### src/rtl/doc_relevance_scorer_pkg.sv
package doc_relevance_scorer_pkg;

    // Control states of the per-document sequencer.
    typedef enum logic [1:0] {
        ST_IDLE = 2'd0,   // waiting for a document length
        ST_RUN  = 2'd1,   // accepting entries
        ST_TAIL = 2'd2,   // last weight read landing in the accumulator
        ST_EMIT = 2'd3    // final score offered on the output
    } scr_state_e;

endpackage

### src/rtl/rs_entry_split.sv
// Splits a packed entry into identifier and count, and raises the weight read
// strobe only for flagged entries that are accepted this cycle.
module rs_entry_split #(
    parameter int ENTRY_W = 32,
    parameter int FREQ_W  = 8,
    localparam int ID_W   = ENTRY_W - FREQ_W
) (
    input  logic [ENTRY_W-1:0] word,
    input  logic               hit,
    input  logic               take,
    output logic [ID_W-1:0]    id,
    output logic [FREQ_W-1:0]  freq,
    output logic               rd_en
);
    always_comb begin
        id    = word[ENTRY_W-1:FREQ_W];
        freq  = word[FREQ_W-1:0];
        rd_en = take & hit;
    end
endmodule

### src/rtl/rs_align.sv
// Delays the "contributes" marker and the count by the weight memory latency,
// so both meet the returned weight in the same cycle.
module rs_align #(
    parameter int FREQ_W = 8
) (
    input  logic              clk,
    input  logic              rst_n,
    input  logic              use_in,
    input  logic [FREQ_W-1:0] freq_in,
    output logic              use_q,
    output logic [FREQ_W-1:0] freq_q
);
    always_ff @(posedge clk) begin
        if (!rst_n) begin
            use_q  <= 1'b0;
            freq_q <= '0;
        end else begin
            use_q  <= use_in;
            freq_q <= freq_in;
        end
    end
endmodule

### src/rtl/rs_mac.sv
// Multiply-accumulate of weight times count into a wide unsigned score.
module rs_mac #(
    parameter int WT_W   = 32,
    parameter int FREQ_W = 8,
    parameter int ACC_W  = 64,
    localparam int PROD_W = WT_W + FREQ_W
) (
    input  logic              clk,
    input  logic              rst_n,
    input  logic              clr,
    input  logic              add_en,
    input  logic [WT_W-1:0]   weight,
    input  logic [FREQ_W-1:0] freq,
    output logic [ACC_W-1:0]  acc
);
    logic [PROD_W-1:0] prod;

    always_comb begin
        prod = PROD_W'(weight) * PROD_W'(freq);
    end

    always_ff @(posedge clk) begin
        if (!rst_n) begin
            acc <= '0;
        end else if (clr) begin
            acc <= '0;
        end else if (add_en) begin
            acc <= acc + ACC_W'(prod);
        end
    end
endmodule

### src/rtl/rs_doc_fsm.sv
// Per-document sequencer: takes a length, counts entries, waits for the last
// product, then offers the score until the consumer takes it.
module rs_doc_fsm
    import doc_relevance_scorer_pkg::*;
#(
    parameter int CNT_W = 16,
    parameter int DOC_W = 16
) (
    input  logic             clk,
    input  logic             rst_n,
    input  logic             len_valid,
    input  logic [CNT_W-1:0] len_count,
    input  logic             ent_valid,
    input  logic             out_ready,
    output logic             len_ready,
    output logic             ent_ready,
    output logic             ent_take,
    output logic             out_valid,
    output logic             out_clr,
    output logic [DOC_W-1:0] doc_idx
);
    scr_state_e       state, state_nx;
    logic [CNT_W-1:0] remain;
    logic             len_take;

    // state register
    always_ff @(posedge clk) begin
        if (!rst_n) begin
            state <= ST_IDLE;
        end else begin
            state <= state_nx;
        end
    end

    // transitions: START, EMPTY, LAST, SETTLE, SENT
    always_comb begin
        state_nx = state;
        unique case (state)
            ST_IDLE: begin
                if (len_valid) begin
                    state_nx = (len_count == '0) ? ST_EMIT : ST_RUN;
                end
            end
            ST_RUN: begin
                if (ent_valid && remain == CNT_W'(1)) begin
                    state_nx = ST_TAIL;
                end
            end
            ST_TAIL: state_nx = ST_EMIT;
            ST_EMIT: begin
                if (out_ready) begin
                    state_nx = ST_IDLE;
                end
            end
            default: state_nx = ST_IDLE;
        endcase
    end

    // outputs
    always_comb begin
        len_ready = 1'b0;
        ent_ready = 1'b0;
        out_valid = 1'b0;
        unique case (state)
            ST_IDLE: len_ready = 1'b1;
            ST_RUN:  ent_ready = 1'b1;
            ST_TAIL: ;
            ST_EMIT: out_valid = 1'b1;
            default: ;
        endcase
        len_take = len_ready & len_valid;
        ent_take = ent_ready & ent_valid;
        out_clr  = out_valid & out_ready;
    end

    // entry countdown and document index
    always_ff @(posedge clk) begin
        if (!rst_n) begin
            remain  <= '0;
            doc_idx <= '0;
        end else begin
            if (len_take) begin
                remain <= len_count;
            end else if (ent_take) begin
                remain <= remain - CNT_W'(1);
            end
            if (out_clr) begin
                doc_idx <= doc_idx + DOC_W'(1);
            end
        end
    end
endmodule

### src/rtl/doc_relevance_scorer.sv
module doc_relevance_scorer #(
    parameter int ENTRY_W = 32,
    parameter int FREQ_W  = 8,
    parameter int WT_W    = 32,
    parameter int ACC_W   = 64,
    parameter int CNT_W   = 16,
    parameter int DOC_W   = 16,
    localparam int ID_W   = ENTRY_W - FREQ_W
) (
    input  logic               clk,
    input  logic               rst_n,
    input  logic               len_valid,
    output logic               len_ready,
    input  logic [CNT_W-1:0]   len_count,
    input  logic               ent_valid,
    output logic               ent_ready,
    input  logic [ENTRY_W-1:0] ent_word,
    input  logic               ent_hit,
    output logic               wt_rd_en,
    output logic [ID_W-1:0]    wt_rd_addr,
    input  logic [WT_W-1:0]    wt_rd_data,
    output logic               out_valid,
    input  logic               out_ready,
    output logic [DOC_W-1:0]   out_doc,
    output logic [ACC_W-1:0]   out_score
);
    logic              ent_take;
    logic              out_clr;
    logic [FREQ_W-1:0] freq_now;
    logic              use_q;
    logic [FREQ_W-1:0] freq_q;

    rs_doc_fsm #(
        .CNT_W (CNT_W),
        .DOC_W (DOC_W)
    ) u_fsm (
        .clk       (clk),
        .rst_n     (rst_n),
        .len_valid (len_valid),
        .len_count (len_count),
        .ent_valid (ent_valid),
        .out_ready (out_ready),
        .len_ready (len_ready),
        .ent_ready (ent_ready),
        .ent_take  (ent_take),
        .out_valid (out_valid),
        .out_clr   (out_clr),
        .doc_idx   (out_doc)
    );

    rs_entry_split #(
        .ENTRY_W (ENTRY_W),
        .FREQ_W  (FREQ_W)
    ) u_split (
        .word  (ent_word),
        .hit   (ent_hit),
        .take  (ent_take),
        .id    (wt_rd_addr),
        .freq  (freq_now),
        .rd_en (wt_rd_en)
    );

    rs_align #(
        .FREQ_W (FREQ_W)
    ) u_align (
        .clk     (clk),
        .rst_n   (rst_n),
        .use_in  (wt_rd_en),
        .freq_in (freq_now),
        .use_q   (use_q),
        .freq_q  (freq_q)
    );

    rs_mac #(
        .WT_W   (WT_W),
        .FREQ_W (FREQ_W),
        .ACC_W  (ACC_W)
    ) u_mac (
        .clk    (clk),
        .rst_n  (rst_n),
        .clr    (out_clr),
        .add_en (use_q),
        .weight (wt_rd_data),
        .freq   (freq_q),
        .acc    (out_score)
    );
endmodule

### config.mk
export PLATFORM = sky130hd
export DESIGN_NAME = doc_relevance_scorer
export DESIGN_NICKNAME = d
export VERILOG_FILES = /design/src/rtl/doc_relevance_scorer_pkg.sv /design/src/rtl/rs_entry_split.sv /design/src/rtl/rs_align.sv /design/src/rtl/rs_mac.sv /design/src/rtl/rs_doc_fsm.sv /design/src/rtl/doc_relevance_scorer.sv
export SDC_FILE = /design/constraint.sdc
export NUM_CORES = 1
export LEC_CHECK = 0
export ABC_AREA = 1
export BUFFER_PORTS_ARGS = -buffer_cell sky130_fd_sc_hd__buf_2
export CAP_MARGIN = 10
export CORE_MARGIN = 8
export CORE_UTILIZATION = 30
export DETAILED_ROUTE_END_ITERATION = 10
export HOLD_SLACK_MARGIN = 0.05
export SYNTH_ARGS = -nofsm -noshare
export SYNTH_HDL_FRONTEND = slang
export SYNTH_HIERARCHICAL = 1
export SYNTH_SLANG_ARGS = --single-unit
### constraint.sdc
create_clock -name clk -period 4.4 [get_ports clk]
set_input_delay 0.88 -clock clk [delete_from_list [all_inputs] [get_ports clk]]
set_output_delay 0.88 -clock clk [all_outputs]
set_load 0.1 [all_outputs]
==> results of run 1 <==
[synthesized netlist by cell type (all sizes together) (3+ instances only)]
| cell | n | area share |
|---|---|---|
| nand2 | 729 | 0.17 |
| inv | 726 | 0.17 |
| fa | 218 | 0.27 |
| nor2 | 185 | 0.047 |
| nand3 | 111 | 0.036 |
| dfxtp | 107 | 0.13 |
| a21oi | 105 | 0.032 |
| ha | 72 | 0.055 |
| clkbuf | 66 | 0.017 |
| buf | 45 | 0.019 |
| o21ai | 45 | 0.014 |
| xor2 | 25 | 0.013 |
| nand4 | 21 | 0.0089 |
| nor3 | 17 | 0.0065 |
| o21bai | 11 | 0.0050 |
| o22ai | 7 | 0.0027 |
| a31oi | 5 | 0.0019 |
| nand3b | 4 | 0.0033 |
| clkinv | 3 | 0.00068 |
| nor4 | 3 | 0.0011 |
[worst max-delay path by stage]
stage / start / endpoint / slack [ps] / cells after the start
2_1_floorplan: wt_rd_data[4] / u_mac/acc[58]$_SDFFE_PP0P_ / -70 / 19
3_3_place_gp: wt_rd_data[22] / u_mac/acc[62]$_SDFFE_PP0P_ / -650 / 21
3_5_place_dp: wt_rd_data[19] / u_mac/acc[25]$_SDFFE_PP0P_ / -620 / 20
4_1_cts: u_align/freq_q[6]$_SDFF_PN0_ / u_mac/acc[57]$_SDFFE_PP0P_ / -60 / 22
5_1_grt: wt_rd_data[23] / u_mac/acc[62]$_SDFFE_PP0P_ / -250 / 21
6_report: wt_rd_data[23] / u_mac/acc[62]$_SDFFE_PP0P_ / -80 / 23
[sequential cells by signal, indices dropped and copies added, names as in the netlist]
register and flops:
u_fsm/state 2, u_fsm/remain 16, u_align/freq_q 8, u_fsm/doc_idx 16
u_align/use_q 1, u_mac/acc 64
[per-stage QoR]
stage | hold slack (ps) | setup WS [ps]
4_1_cts | 504 | -55.3
2_1_floorplan | 476 | -71.0
6_report | 499 | -84.0
3_5_place_dp | 492 | -622
3_3_place_gp | 472 | -647
5_1_grt | 545 | -249
[layout by cell type (no fill, tap or decap), types with 4 or more instances in the layout]
| cell | n |
|---|---|
| sky130_fd_sc_hd__o21bai_1 | 5 |
| sky130_fd_sc_hd__nor3_2 | 4 |
| sky130_fd_sc_hd__dfxtp_2 | 31 |
| sky130_fd_sc_hd__buf_2 | 117 |
| sky130_fd_sc_hd__nand3_1 | 78 |
| sky130_fd_sc_hd__o21ai_1 | 11 |
| sky130_fd_sc_hd__inv_2 | 47 |
| sky130_fd_sc_hd__a21oi_2 | 23 |
| sky130_fd_sc_hd__buf_6 | 20 |
| sky130_fd_sc_hd__nor3_1 | 11 |
| sky130_fd_sc_hd__clkinv_8 | 4 |
| sky130_fd_sc_hd__o21ai_2 | 4 |
| sky130_fd_sc_hd__nand4_1 | 20 |
| sky130_fd_sc_hd__nand2_4 | 33 |
| sky130_fd_sc_hd__nor2_4 | 24 |
| sky130_fd_sc_hd__nand2_2 | 95 |
| sky130_fd_sc_hd__nand3_4 | 6 |
| sky130_fd_sc_hd__clkbuf_4 | 5 |
| sky130_fd_sc_hd__xor2_1 | 23 |
| sky130_fd_sc_hd__inv_1 | 680 |
| sky130_fd_sc_hd__fa_1 | 206 |
| sky130_fd_sc_hd__buf_12 | 17 |
| sky130_fd_sc_hd__nor2_1 | 133 |
| sky130_fd_sc_hd__ha_4 | 32 |
| sky130_fd_sc_hd__dfxtp_1 | 71 |
| sky130_fd_sc_hd__o22ai_1 | 7 |
| sky130_fd_sc_hd__buf_4 | 114 |
| sky130_fd_sc_hd__nand2_1 | 601 |
| sky130_fd_sc_hd__nand3_2 | 27 |
| sky130_fd_sc_hd__dfxtp_4 | 5 |
| sky130_fd_sc_hd__nor2_2 | 28 |
| sky130_fd_sc_hd__clkbuf_16 | 13 |
| sky130_fd_sc_hd__fa_2 | 12 |
| sky130_fd_sc_hd__a31oi_1 | 4 |
| sky130_fd_sc_hd__ha_1 | 40 |
| sky130_fd_sc_hd__o21bai_2 | 4 |
| sky130_fd_sc_hd__a21oi_1 | 76 |
| sky130_fd_sc_hd__a21oi_4 | 6 |
| sky130_fd_sc_hd__o21ai_0 | 30 |
[critical path, delay by kind of cell]
kind | cells | cell delay (ps)
buf+inv | 7 | 530
simple gates | 11 | 1140
fa+ha+maj | 5 | 2260
[cell type report]
type | count | share of cell area
Timing Repair Buffer | 280 | 0.106
Tap cell | 704 | 0.0423
Clock inverter | 7 | 0.00511
Multi-Input combinational cell | 1573 | 0.598
Inverter | 729 | 0.131
Clock buffer | 9 | 0.0108
Sequential cell | 107 | 0.106
[cells by family (layout without fill, tap and decap cells)]
group,after synthesis,count (layout)
compound gates,179,179
xor+xnor,27,27
fa+ha+maj,290,290
buf+inv,840,1025
flops,107,107
simple gates,1077,1077
[power groups by stage]
stage | Combinational [mW] | Sequential, mW | Clock, mW
finish | 6.16 | 1.13 | 0.951
global route | 6.77 | 1.15 | 1.03
CTS | 5.87 | 1.13 | 0.999
detailed placement | 5.59 | 1.15 | 0
global placement | 5.59 | 1.15 | 0
floorplan | 4.01 | 1.36 | 0
[metal layers]
metal	track usage	vias up
met5	0	-
met1	0.210	7135
met4	0.0471	0
li1	-	7578
met3	0.0391	69
met2	0.275	411
[what timing repair did]
action | in CTS | in global routing
endpoints found under the setup margin | 48 | 54
pin swaps | 66 | 60
resized for setup | 108 | 176
buffers inserted | 12 | 5
cloned | 3 | 4
==> Flow_metrics.wiki, run 1 <==
{| class="wikitable"
! Metric !! Value
|-
| Clock tree from TritonCTS || yes
|-
| Most used DFF post-synth || sky130_fd_sc_hd__dfxtp_1
|-
| Global route total overflow || 0
|-
| Total routing resource utilization after global routing || 0.164
|-
| Placed Instance Area || roughly 0.019 mm²
|-
| Post-detailed-route count of antenna-violating nets || 0
|-
| Mux share of post-synthesis cell area || 0
|-
| Layout cells sized above 1 || 0.255
|-
| Cells after Synth || approximately 2.5k
|-
| Post-synth EDFFs || 0
|-
| Share of async-settable or async-resettable flops after synthesis || 0
|-
| Non-filler cells, final || ~3.4k
|-
| FF+latch area || ~0.0022 mm²
|-
| Port Buffers || about 150
|-
| Height of the chip || 250 µm
|-
| Count of final setup violators || 15
|-
| Detailed-routing wirelength on met1 || roughly 23000 µm
|-
| Sw Share || 0.521
|-
| Result of the run || complete, but fails checks
|-
| Power share of the sequential group || 0.137
|-
| Post-layout power || approximately 8.2 mW
|-
| Starting density of the core || 0.301
|-
| Max Fanout on Critical Path || 7
|-
| Static leakage power || approximately 12 nW
|-
| Minimum setup slack in the final design || -84.0 ps
|-
| Combinational Power Share || 0.747
|-
| DRC marker count from the first detailed-route iteration || between 800 and 900
|-
| Routed length on met2 || approximately 24000 µm
|-
| Post-Synth Simple-Gate Area || 0.275
|-
| Maximum number of pins on one net before global-route repair || 56
|-
| R2r startpoint || u_align/freq_q[0]$_SDFF_PN0_
|-
| Max_cap viols || 0
|-
| Diode count || 0
|-
| IO Count || just under 200
|-
| Slew Viols, Final || 0
|-
| Filler cells || between 5k and 6k
|-
| Clock sinks || roughly 110
|-
| Maximum root-to-sink buffer count || 2
|-
| Total power per unit cell area || ~400 mW/mm²
|-
| Final GP Congestion || between 0.9 and 1
|-
| Post-route cell area || 0.0208 mm²
|-
| Clock transition at the registers of the reported paths || approximately 90 ps
|-
| Clock insertion delay at the later pin of the skew report || approximately 400 ps
|-
| Clock network power share || 0.115
|-
| Post-Syn Area per Cell || between 6 and 7 µm²
|-
| CTS Hold Bufs || 0
|-
| Total Routed Length || 52300 µm
|-
| Cell at the slowest stage of the critical path || sky130_fd_sc_hd__fa_1
|-
| Global-route wire length before repair || slightly above 80000 µm
|-
| Setup slack of the most critical reg-to-reg path || -60 ps
|-
| Critical setup path kind || input port to register
|-
| DR WL/cell || approximately 15 µm
|-
| Fraction of the mapped netlist area in compound gates || 0.0580
|-
| Arrival time at the worst endpoint || just under 5000 ps
|-
| Synthesized cell area || between 0.015 and 0.02 mm²
|-
| Number of global-route vias before repair || ~15k
|-
| Destination of the worst hold path || u_mac/acc[0]$_SDFFE_PP0P_
|-
| Hold violation total from the final report || 0
|-
| Largest family of logic cells by synthesized area || adder cells
|-
| Die Outline Area || 0.0625 mm²
|-
| Multi-input logic area || about 0.012 mm²
|-
| Fin nets || roughly 3.1k
|-
| Final core utilization || 0.381
|-
| Share of the synthesized netlist area taken by xor and xnor gates || 0.0144
|-
| Cell internal pwr || 3.95 mW
|-
| Required time at the endpoint of the critical path || roughly 4700 ps
|-
| Vias per std cell || roughly 4.5
|-
| Synth Net Count || a little under 3k
|-
| Portion of the post-synthesis area used by sequential elements || 0.130
|-
| Clock period minus final worst setup slack || between 4000 and 5000 ps
|-
| Element type at the critical path end || register
|-
| Vias post-DR || between 15k and 20k
|-
| Setup Skew || 17.1 ps
|-
| Worst r2r path cells || 23
|-
| Switching component of the power || around 4.3 mW
|-
| Worst Max-Slew Pin Slew || between 900 and 1000 ps
|-
| Maximum achievable frequency || about 0.22 GHz
|-
| Crit path cell chain || clkbuf_4 -> buf_4 -> nand2_1 -> inv_1 -> fa_1 -> fa_1 -> fa_1 -> inv_1 -> fa_1 -> inv_2 -> ha_4 -> nand2_2 -> inv_2 -> nand2_2 -> nor3_4 -> nand2_1 -> nand2_2 -> nand2_2 -> nand3_4 -> nand3_2 -> nand2_1 -> inv_1 -> nor2_1
|-
| Share of the clock period used by the worst path after layout || 1.02
|-
| Total CTS buffers || 9
|-
| Half-perimeter wire length after placement || 41100 µm
|-
| Synthesis warning total || 6
|-
| Sum of negative setup slack || -476 ps
|-
| Violations in the final reports || negative setup slack
|-
| Source of the worst hold timing path || u_mac/acc[0]$_SDFFE_PP0P_
|-
| Total core area || 0.0547 mm²
|-
| RR Endpoint || u_mac/acc[62]$_SDFFE_PP0P_
|-
| Worst Hold Depth || 2
|-
| Synth-to-layout area growth || 26.7%
|-
| Wire length on met3 || roughly 3600 µm
|-
| Hold WC Path Type || register to register
|-
| Synth Register Bits || between 100 and 150
|-
| Row Count || 86
|-
| Post-route DRC || 0
|-
| Adder and majority gate portion of the synthesized area || 0.320
|-
| Clock tree root buffer cell || sky130_fd_sc_hd__clkbuf_16
|-
| Nature of the critical path startpoint || input port
|-
| Setup repair after global routing missed its margin || yes
|-
| H-tree levels || 3
|-
| Headroom to the max-slew limit || 0.364
|-
| Highest routing layer actually used || met4
|-
| Slowest cell delay on critical path || 510 ps
|-
| IR Drop Worst-Case VDD || 398 µV
|-
| Initial DRT Pass Iterations || 5
|-
| Placed Cells || between 3k and 4k
|-
| Number of unique standard cell types used by synthesis || 47
|-
| Number of antenna violations at the first check in global routing || 1
|-
| Die width || about 250 µm
|}
Power figures use the tool's default switching activity.
==> run 2: changes to the inputs <==
Settings changed: SYNTH_HIERARCHICAL 1 to default.
==> Flow_metrics.wiki, run 2 <==
{| class="wikitable"
! Metric !! Value
|-
| Max Fanout on Critical Path || 11 (+4)
|-
| Hold violation total from the final report || 0 (unchanged)
|-
| Height of the chip || 247 µm (-1.3%)
|-
| Clock tree from TritonCTS || yes
|-
| Total Routed Length || 50600 µm (-3.2%)
|-
| Placed Cells || 3264 (-3.2%)
|-
| Most used DFF post-synth || sky130_fd_sc_hd__dfxtp_1
|-
| Result of the run || complete, but fails checks
|-
| Static leakage power || 11.8 nW (-3.0%)
|-
| Die Outline Area || 0.0609 mm² (-2.6%)
|-
| Cell at the slowest stage of the critical path || sky130_fd_sc_hd__fa_1
|-
| Headroom to the max-slew limit || 0.258 (-0.107)
|-
| Total CTS buffers || 9 (unchanged)
|-
| Clock sinks || 107 (unchanged)
|-
| Minimum setup slack in the final design || -132 ps (-48.2 ps)
|-
| Element type at the critical path end || register
|-
| Arrival time at the worst endpoint || 4820 ps (about the same)
|-
| Non-filler cells, final || 3308 (-3.0%)
|-
| Required time at the endpoint of the critical path || 4690 ps (-40 ps)
|-
| Largest reg by FF count || u_mac.acc
|-
| IO Count || 194 (unchanged)
|-
| Setup Skew || 13.4 ps (-3.63 ps)
|-
| Hold WC Path Type || register to register
|-
| DRC marker count from the first detailed-route iteration || 862 (+3.7%)
|-
| Registers with the most flip-flops || u_mac.acc x64, u_fsm.doc_idx x16, u_fsm.remain x16
|-
| Worst hold-check slack || 466 ps (-32.6 ps)
|-
| Power share of the sequential group || 0.141 (+0.004)
|-
| Maximum root-to-sink buffer count || 2 (unchanged)
|-
| Share of the clock period used by the worst path after layout || 1.03 (+0.0110)
|-
| Final GP Congestion || 0.914 (-3.4%)
|-
| DR WL/cell || 15.3 µm (-0.27%)
|-
| Number of unique standard cell types used by synthesis || 44 (-6.4%)
|-
| Yosys top cell by area || sky130_fd_sc_hd__fa_1
|-
| Cells after Synth || 2407 (-4.5%)
|-
| Violations in the final reports || negative setup slack
|-
| Synth Net Count || 2783 (-3.9%)
|-
| Cell internal pwr || 3.91 mW (-0.93%)
|-
| Vias per std cell || 4.49 (+0.85%)
|-
| Global route total overflow || 0 (unchanged)
|-
| Commonest cells after routing, fill and taps aside || sky130_fd_sc_hd__inv_1 (642), sky130_fd_sc_hd__nand2_1 (556), sky130_fd_sc_hd__fa_1 (209)
|-
| Count of final setup violators || 35 (+20)
|-
| Post-route DRC || 0 (unchanged)
|-
| IR Drop Worst-Case VDD || 330 µV (-17%)
|-
| Clock network power share || 0.114 (about the same)
|-
| Post-synth EDFFs || 0 (unchanged)
|-
| Maximum number of pins on one net before global-route repair || 62 (+11%)
|-
| Slowest cell delay on critical path || 590 ps (+80 ps)
|-
| Synthesis warning total || 0 (-6)
|-
| Worst Max-Slew Pin Slew || 1110 ps (+161 ps)
|-
| Slew Viols, Final || 0 (unchanged)
|-
| Largest family of logic cells by synthesized area || adder cells
|-
| Number of antenna violations at the first check in global routing || 1 (unchanged)
|-
| Clock period minus final worst setup slack || 4530 ps (+48.2 ps)
|-
| Filler cells || 5555 (-4.4%)
|-
| Vias post-DR || 14.9k (-2.1%)
|-
| Top post-synthesis cells by area || sky130_fd_sc_hd__fa_1 (27%), sky130_fd_sc_hd__inv_1 (16%), sky130_fd_sc_hd__nand2_1 (16%)
|-
| Row Count || 84 (-2.3%)
|-
| Clock transition at the registers of the reported paths || 90 ps (about the same)
|-
| Maximum achievable frequency || 0.221 GHz (-1.1%)
|-
| Combinational Power Share || 0.745 (-0.002)
|-
| Top-area cell type share of the netlist area || 0.273 (+0.00769)
|-
| Setup repair after global routing missed its margin || yes
|-
| Nature of the critical path startpoint || register
|-
| Max_cap viols || 0 (unchanged)
|-
| Initial DRT Pass Iterations || 5 (unchanged)
|-
| Port Buffers || 145 (unchanged)
|-
| Clock insertion delay at the later pin of the skew report || 400 ps (about the same)
|-
| Clock tree root buffer cell || sky130_fd_sc_hd__clkbuf_16
|-
| Synth Register Bits || 107 (unchanged)
|-
| Fraction of the mapped netlist area in compound gates || 0.0683 (+0.0103)
|-
| Post-layout power || 7.94 mW (-3.7%)
|-
| Sw Share || 0.507 (-0.0138)
|-
| Starting density of the core || 0.303 (+0.00267)
|-
| Die width || 247 µm (-1.3%)
|-
| Synth-to-layout area growth || 28.2%
|-
| Crit path cell chain || buf_4 -> nand2_2 -> inv_1 -> fa_2 -> inv_1 -> fa_1 -> fa_2 -> fa_1 -> inv_2 -> ha_4 -> nand2_4 -> inv_1 -> a21oi_2 -> o21ai_1 -> nand2_1 -> nand3_2 -> xor2_1 -> buf_4 -> o21ai_1 -> inv_1
|-
| Global-route wire length before repair || 80300 µm (-2.4%)
|-
| Post-Syn Area per Cell || 6.64 µm² (+1.7%)
|-
| Most common cell in the synthesized netlist || sky130_fd_sc_hd__inv_1
|-
| Critical setup path kind || register to register
|-
| Half-perimeter wire length after placement || 39800 µm (-3.3%)
|-
| Leading cell type in the layout, fill and taps excluded || sky130_fd_sc_hd__inv_1
|-
| Post-detailed-route count of antenna-violating nets || 0 (unchanged)
|-
| Post-placement worst setup slack || -621 ps (+0.684 ps)
|-
| Mux share of post-synthesis cell area || 0 (unchanged)
|-
| CTS Hold Bufs || 0 (unchanged)
|-
| H-tree levels || 3 (unchanged)
|-
| Adder and majority gate portion of the synthesized area || 0.330 (+0.00928)
|-
| Post-Synth Simple-Gate Area || 0.255 (-0.0196)
|-
| Layout cells sized above 1 || 0.260 (+0.00409)
|-
| Number of global-route vias before repair || 15.1k (-1.8%)
|-
| Total core area || 0.0527 mm² (-3.7%)
|-
| Total power per unit cell area || 388 mW/mm² (-2.1%)
|-
| Portion of the post-synthesis area used by sequential elements || 0.134 (+0.00378)
|-
| Synthesized cell area || 0.0160 mm² (-2.8%)
|-
| Share of async-settable or async-resettable flops after synthesis || 0 (unchanged)
|-
| Most numerous cell types in the synthesized netlist || sky130_fd_sc_hd__inv_1 (681), sky130_fd_sc_hd__nand2_1 (660), sky130_fd_sc_hd__fa_1 (218), sky130_fd_sc_hd__nor2_1 (159), sky130_fd_sc_hd__dfxtp_1 (107)
|-
| Switching component of the power || 4.03 mW (-6.3%)
|-
| Diode count || 0 (unchanged)
|-
| Share of the synthesized netlist area taken by xor and xnor gates || 0.0175 (+0.00316)
|-
| Most frequent CP cell || sky130_fd_sc_hd__inv_1
|-
| Total routing resource utilization after global routing || 0.166 (+0.00149)
|-
| Flip-flop count of the largest register after layout || 64 (unchanged)
|-
| Fin nets || 2991 (-2.8%)
|}
==> run 2: cell count changes after synthesis, moves of 9 or more <==
cell / previous run / this run
sky130_fd_sc_hd__nand2_1: 715 / 660
sky130_fd_sc_hd__inv_1: 720 / 681
sky130_fd_sc_hd__buf_4: 34 / 25
sky130_fd_sc_hd__nor2_2: 20 / 7
sky130_fd_sc_hd__a31oi_1: 5 / 14
sky130_fd_sc_hd__o21ai_0: 44 / 54
sky130_fd_sc_hd__nand3_1: 103 / 93
==> run 2: repair_timing <==
item,4_1_cts,5_1_grt
buffers inserted,12,11
gates resized for setup,148,166
setup endpoints to repair,49,55
cloned,4,3
endpoints found under the hold margin,0,0
pin swaps,65,73
==> run 2: path summary, 6_finish.rpt <==
path	start	endpoint	slack [ps]	cells after the start
worst max-delay path	u_align.freq_q[2]$_SDFF_PN0_	u_mac.acc[27]$_SDFFE_PP0P_	-130	20
worst min-delay path	u_fsm.doc_idx[15]$_SDFFE_PN0P_	u_fsm.doc_idx[15]$_SDFFE_PN0P_	470	2
worst max register to register	u_align.freq_q[2]$_SDFF_PN0_	u_mac.acc[27]$_SDFFE_PP0P_	-130	20
worst min register to register	u_fsm.doc_idx[15]$_SDFFE_PN0P_	u_fsm.doc_idx[15]$_SDFFE_PN0P_	470	2
==> run 2: critical path: cells and delay by family, from the launching register on <==
kind,cells,cell delay [ps]
flip-flops,1,380
XOR/XNOR,1,180
buffers and inverters,7,600
AND/OR/NAND/NOR,4,420
AO/OA/AOI/OAI,3,400
adder cells (fa/ha/maj),5,2410
==> run 2: stage by stage <==
step	TNS [ps]	utilization	cell area, µm²
floorplan	-3830	-	16800
global placement	-26880	0.357	18800
detailed placement	-27390	0.357	18800
CTS	-1130	0.377	19800
global route	-9240	0.389	20500
finish	-1730	0.389	20500
==> run 2: final cells by class <==
class / instances / area [µm²] / area share
Multi-Input combinational cell: 1508 / 12200 / 0.594
Inverter: 687 / 2580 / 0.126
Timing Repair Buffer: 302 / 2360 / 0.115
Sequential cell: 107 / 2200 / 0.107
Tap cell: 688 / 861 / 0.0420
Clock buffer: 9 / 225 / 0.0110
Clock inverter: 7 / 88.8 / 0.00434
==> run 2: cells by family (layout without fill, tap and decap cells) <==
kind of cell / count (synthesis) / in the layout
DFF: 107 / 107
buffers and inverters: 792 / 1005
xor gates and xnor gates: 32 / 32
AOI/OAI and AO/OA: 196 / 196
and+or+nand+nor: 990 / 990
adders and majority gates: 290 / 290
==> run 2: per-layer routing <==
metal,share of wire,vias to the layer above,track usage
met3,0.076,61,0.0463
met2,0.47,384,0.272
li1,-,7358,-
met4,0.018,2,0.0350
met1,0.44,7063,0.216
met5,0.00026,-,0
==> run 2: power groups by stage <==
stage          logic (mW)  clock network [mW]  registers [mW]
5_1_grt              6.48               0.980            1.13
6_report             5.91               0.907            1.12
3_5_place_dp         5.12                   0            1.14
4_1_cts              5.54               0.954            1.12
2_1_floorplan        3.54                   0            1.31
3_3_place_gp         5.11                   0            1.14
==> run 3: changes to the inputs <==
==> constraint.sdc (replaced) <==
create_clock -name clk -period 4.4 [get_ports clk]
set_input_delay 0.44 -clock clk [delete_from_list [all_inputs] [get_ports clk]]
set_output_delay 0.44 -clock clk [all_outputs]
set_load 0.1 [all_outputs]
==> Flow_metrics.wiki, run 3 (same netlist as run 2, synthesis figures left out) <==
{| class="wikitable"
! Metric !! Value
|-
| Result of the run || complete, but fails checks
|-
| Violations in the final reports || negative setup slack
|-
| Layout cells sized above 1 || 0.312 (+0.0520)
|-
| Max_cap viols || 0 (unchanged)
|-
| Clock period minus final worst setup slack || 4560 ps (+24.8 ps)
|-
| Port Buffers || 145 (unchanged)
|-
| Slowest cell delay on critical path || 550 ps (-40 ps)
|-
| Commonest cells after routing, fill and taps aside || sky130_fd_sc_hd__inv_1 (611), sky130_fd_sc_hd__nand2_1 (506), sky130_fd_sc_hd__fa_1 (211)
|-
| Registers with the most flip-flops || u_mac.acc x64, u_fsm.doc_idx x16, u_fsm.remain x16
|-
| Post-detailed-route count of antenna-violating nets || 0 (unchanged)
|-
| Die width || 247 µm (unchanged)
|-
| Die Outline Area || 0.0609 mm² (unchanged)
|-
| Clock tree root buffer cell || sky130_fd_sc_hd__clkbuf_16
|-
| Element type at the critical path end || register
|-
| Maximum number of pins on one net before global-route repair || 62 (unchanged)
|-
| Maximum root-to-sink buffer count || 2 (unchanged)
|-
| Global-route wire length before repair || 82100 µm (+2.3%)
|-
| Setup repair after global routing missed its margin || yes
|-
| Total Routed Length || 52600 µm (+3.9%)
|-
| Vias post-DR || 15.1k (+1.4%)
|-
| Number of global-route vias before repair || 15.0k (-0.64%)
|-
| Crit path cell chain || buf_12 -> buf_16 -> nand2_1 -> fa_1 -> inv_1 -> fa_1 -> fa_1 -> inv_1 -> fa_1 -> inv_2 -> ha_4 -> nand2_4 -> inv_2 -> nand2_4 -> buf_6 -> nor2_4 -> nand2_1 -> nor2_1 -> nand2_1 -> nand3_4 -> buf_4 -> nand3_1 -> nand2_1 -> nor2_1
|-
| Nature of the critical path startpoint || register
|-
| Diode count || 0 (unchanged)
|-
| Maximum achievable frequency || 0.219 GHz (-0.54%)
|-
| Crit-path leading delay family || adder cells
|-
| Static leakage power || 12.4 nW (+5.1%)
|-
| Fin nets || 3029 (+1.3%)
|-
| Half-perimeter wire length after placement || 39900 µm (+0.28%)
|-
| H-tree levels || 3 (unchanged)
|-
| Initial DRT Pass Iterations || 6 (+1)
|-
| Count of final setup violators || 36 (+2.9%)
|-
| Total routing resource utilization after global routing || 0.170 (+0.00452)
|-
| Slew Viols, Final || 0 (unchanged)
|-
| Hold WC Path Type || input port to register
|-
| Starting density of the core || 0.303 (unchanged)
|-
| Headroom to the max-slew limit || 0.517 (+0.260)
|-
| Clock insertion delay at the later pin of the skew report || 410 ps (about the same)
|-
| Clock sinks || 107 (unchanged)
|-
| Placed Cells || 3288 (+0.74%)
|-
| Arrival time at the worst endpoint || 4860 ps (+40 ps)
|-
| Leading cell type in the layout, fill and taps excluded || sky130_fd_sc_hd__inv_1
|-
| Vias per std cell || 4.51 (+0.29%)
|-
| Minimum setup slack in the final design || -157 ps (-24.8 ps)
|-
| Required time at the endpoint of the critical path || 4700 ps (about the same)
|-
| IR Drop Worst-Case VDD || 322 µV (-2.4%)
|-
| Post-route DRC || 0 (unchanged)
|-
| Total CTS buffers || 9 (unchanged)
|-
| Non-filler cells, final || 3346 (+1.1%)
|-
| IO Count || 194 (unchanged)
|-
| Global route total overflow || 0 (unchanged)
|-
| Worst Max-Slew Pin Slew || 724 ps (-389 ps)
|-
| Total power per unit cell area || 403 mW/mm² (+3.9%)
|-
| Clock transition at the registers of the reported paths || 90 ps (about the same)
|-
| Clock tree from TritonCTS || yes
|-
| Row Count || 84 (unchanged)
|-
| Share of the clock period used by the worst path after layout || 1.04 (+0.00564)
|-
| CTS Hold Bufs || 0 (unchanged)
|-
| Cell at the slowest stage of the critical path || sky130_fd_sc_hd__fa_1
|-
| Final core utilization || 0.409 (+0.0201)
|-
| Number of antenna violations at the first check in global routing || 1 (unchanged)
|-
| Largest reg by FF count || u_mac.acc
|-
| Synth-to-layout area growth || 34.8%
|-
| Max Fanout on Critical Path || 5 (-6)
|-
| DRC marker count from the first detailed-route iteration || 733 (-15%)
|-
| Height of the chip || 247 µm (unchanged)
|-
| Critical setup path kind || register to register
|-
| Total core area || 0.0527 mm² (unchanged)
|-
| Setup Skew || 15.0 ps (+1.56 ps)
|-
| Hold violation total from the final report || 0 (unchanged)
|-
| Flip-flop count of the largest register after layout || 64 (unchanged)
|-
| DR WL/cell || 15.7 µm (+2.7%)
|-
| Number of buffer and inverter instances along the worst setup path || 8 (+1)
|-
| Final GP Congestion || 0.961 (+5.1%)
|}
## run 3: cell count changes in the layout (fill, tap and decap cells not counted), sizes merged
cell,before,now
buf,290,337
bufbuf,2,0
clkbuf,19,12
clkinv,5,4
inv,689,690
## run 3: power by group
part / internal [mW] / leakage, nW / total, mW / switching [mW]
Clock: 0.420 / 0.157 / 0.943 / 0.524
Combinational: 2.76 / 11.3 / 6.61 / 3.85
Sequential: 1.05 / 0.887 / 1.11 / 0.0662
## run 3: final cells by class
cell class / count / area (µm²)
Fill cell: 5375 / 31100
Sequential cell: 107 / 2210
Clock inverter: 7 / 98.8
Inverter: 687 / 2590
Tap cell: 688 / 861
Multi-Input combinational cell: 1508 / 12800
Clock buffer: 9 / 225
Timing Repair Buffer: 340 / 2750
## run 3: routing by layer
metal  track usage  share of wire  vias to the layer above
li1              -              -                     7451
met1         0.225           0.44                     7151
met2         0.275           0.47                      399
met3        0.0464          0.070                       80
met4        0.0395          0.026                        2
met5             0        0.00017                        -
## run 3: worst min-delay path: cells and delay by family
kind / cells / cell delay (ps)
and+or+nand+nor: 1 / 40
buffers and inverters: 2 / 120
## run 3: final timing paths
path / startpoint / end / slack [ps] / cells after the start
setup / recovery: u_align.freq_q[0]$_SDFF_PN0_ / u_mac.acc[46]$_SDFFE_PP0P_ / -160 / 24
setup reg to reg: u_align.freq_q[0]$_SDFF_PN0_ / u_mac.acc[46]$_SDFFE_PP0P_ / -160 / 24
hold reg to reg: u_fsm.doc_idx[15]$_SDFFE_PN0P_ / u_fsm.doc_idx[15]$_SDFFE_PN0P_ / 470 / 2
hold / removal: ent_word[0] / u_align.freq_q[0]$_SDFF_PN0_ / 210 / 3
## run 3: repair_timing
item / CTS / global route
resized for setup: 303 / 325
pin swaps: 87 / 173
cloned: 7 / 4
setup buffers: 14 / 21
endpoints found under the setup margin: 52 / 55
hold endpoints to repair: 0 / 0
## run 3: per-stage QoR
stage                     hold slack, ps  instance area [µm²]  total power, mW  worst slack [ps]  setup TNS (ps)
after detailed placement             454                18400             5.59              -410          -12850
after floorplan                      445                16000             4.09              6.81               0
after global routing                 195                21500             9.32              -341          -10580
final                                211                21500             8.67              -157           -2460
after global placement               456                18400             5.59              -415          -12580
after CTS                            186                20200             7.78              -113           -1880
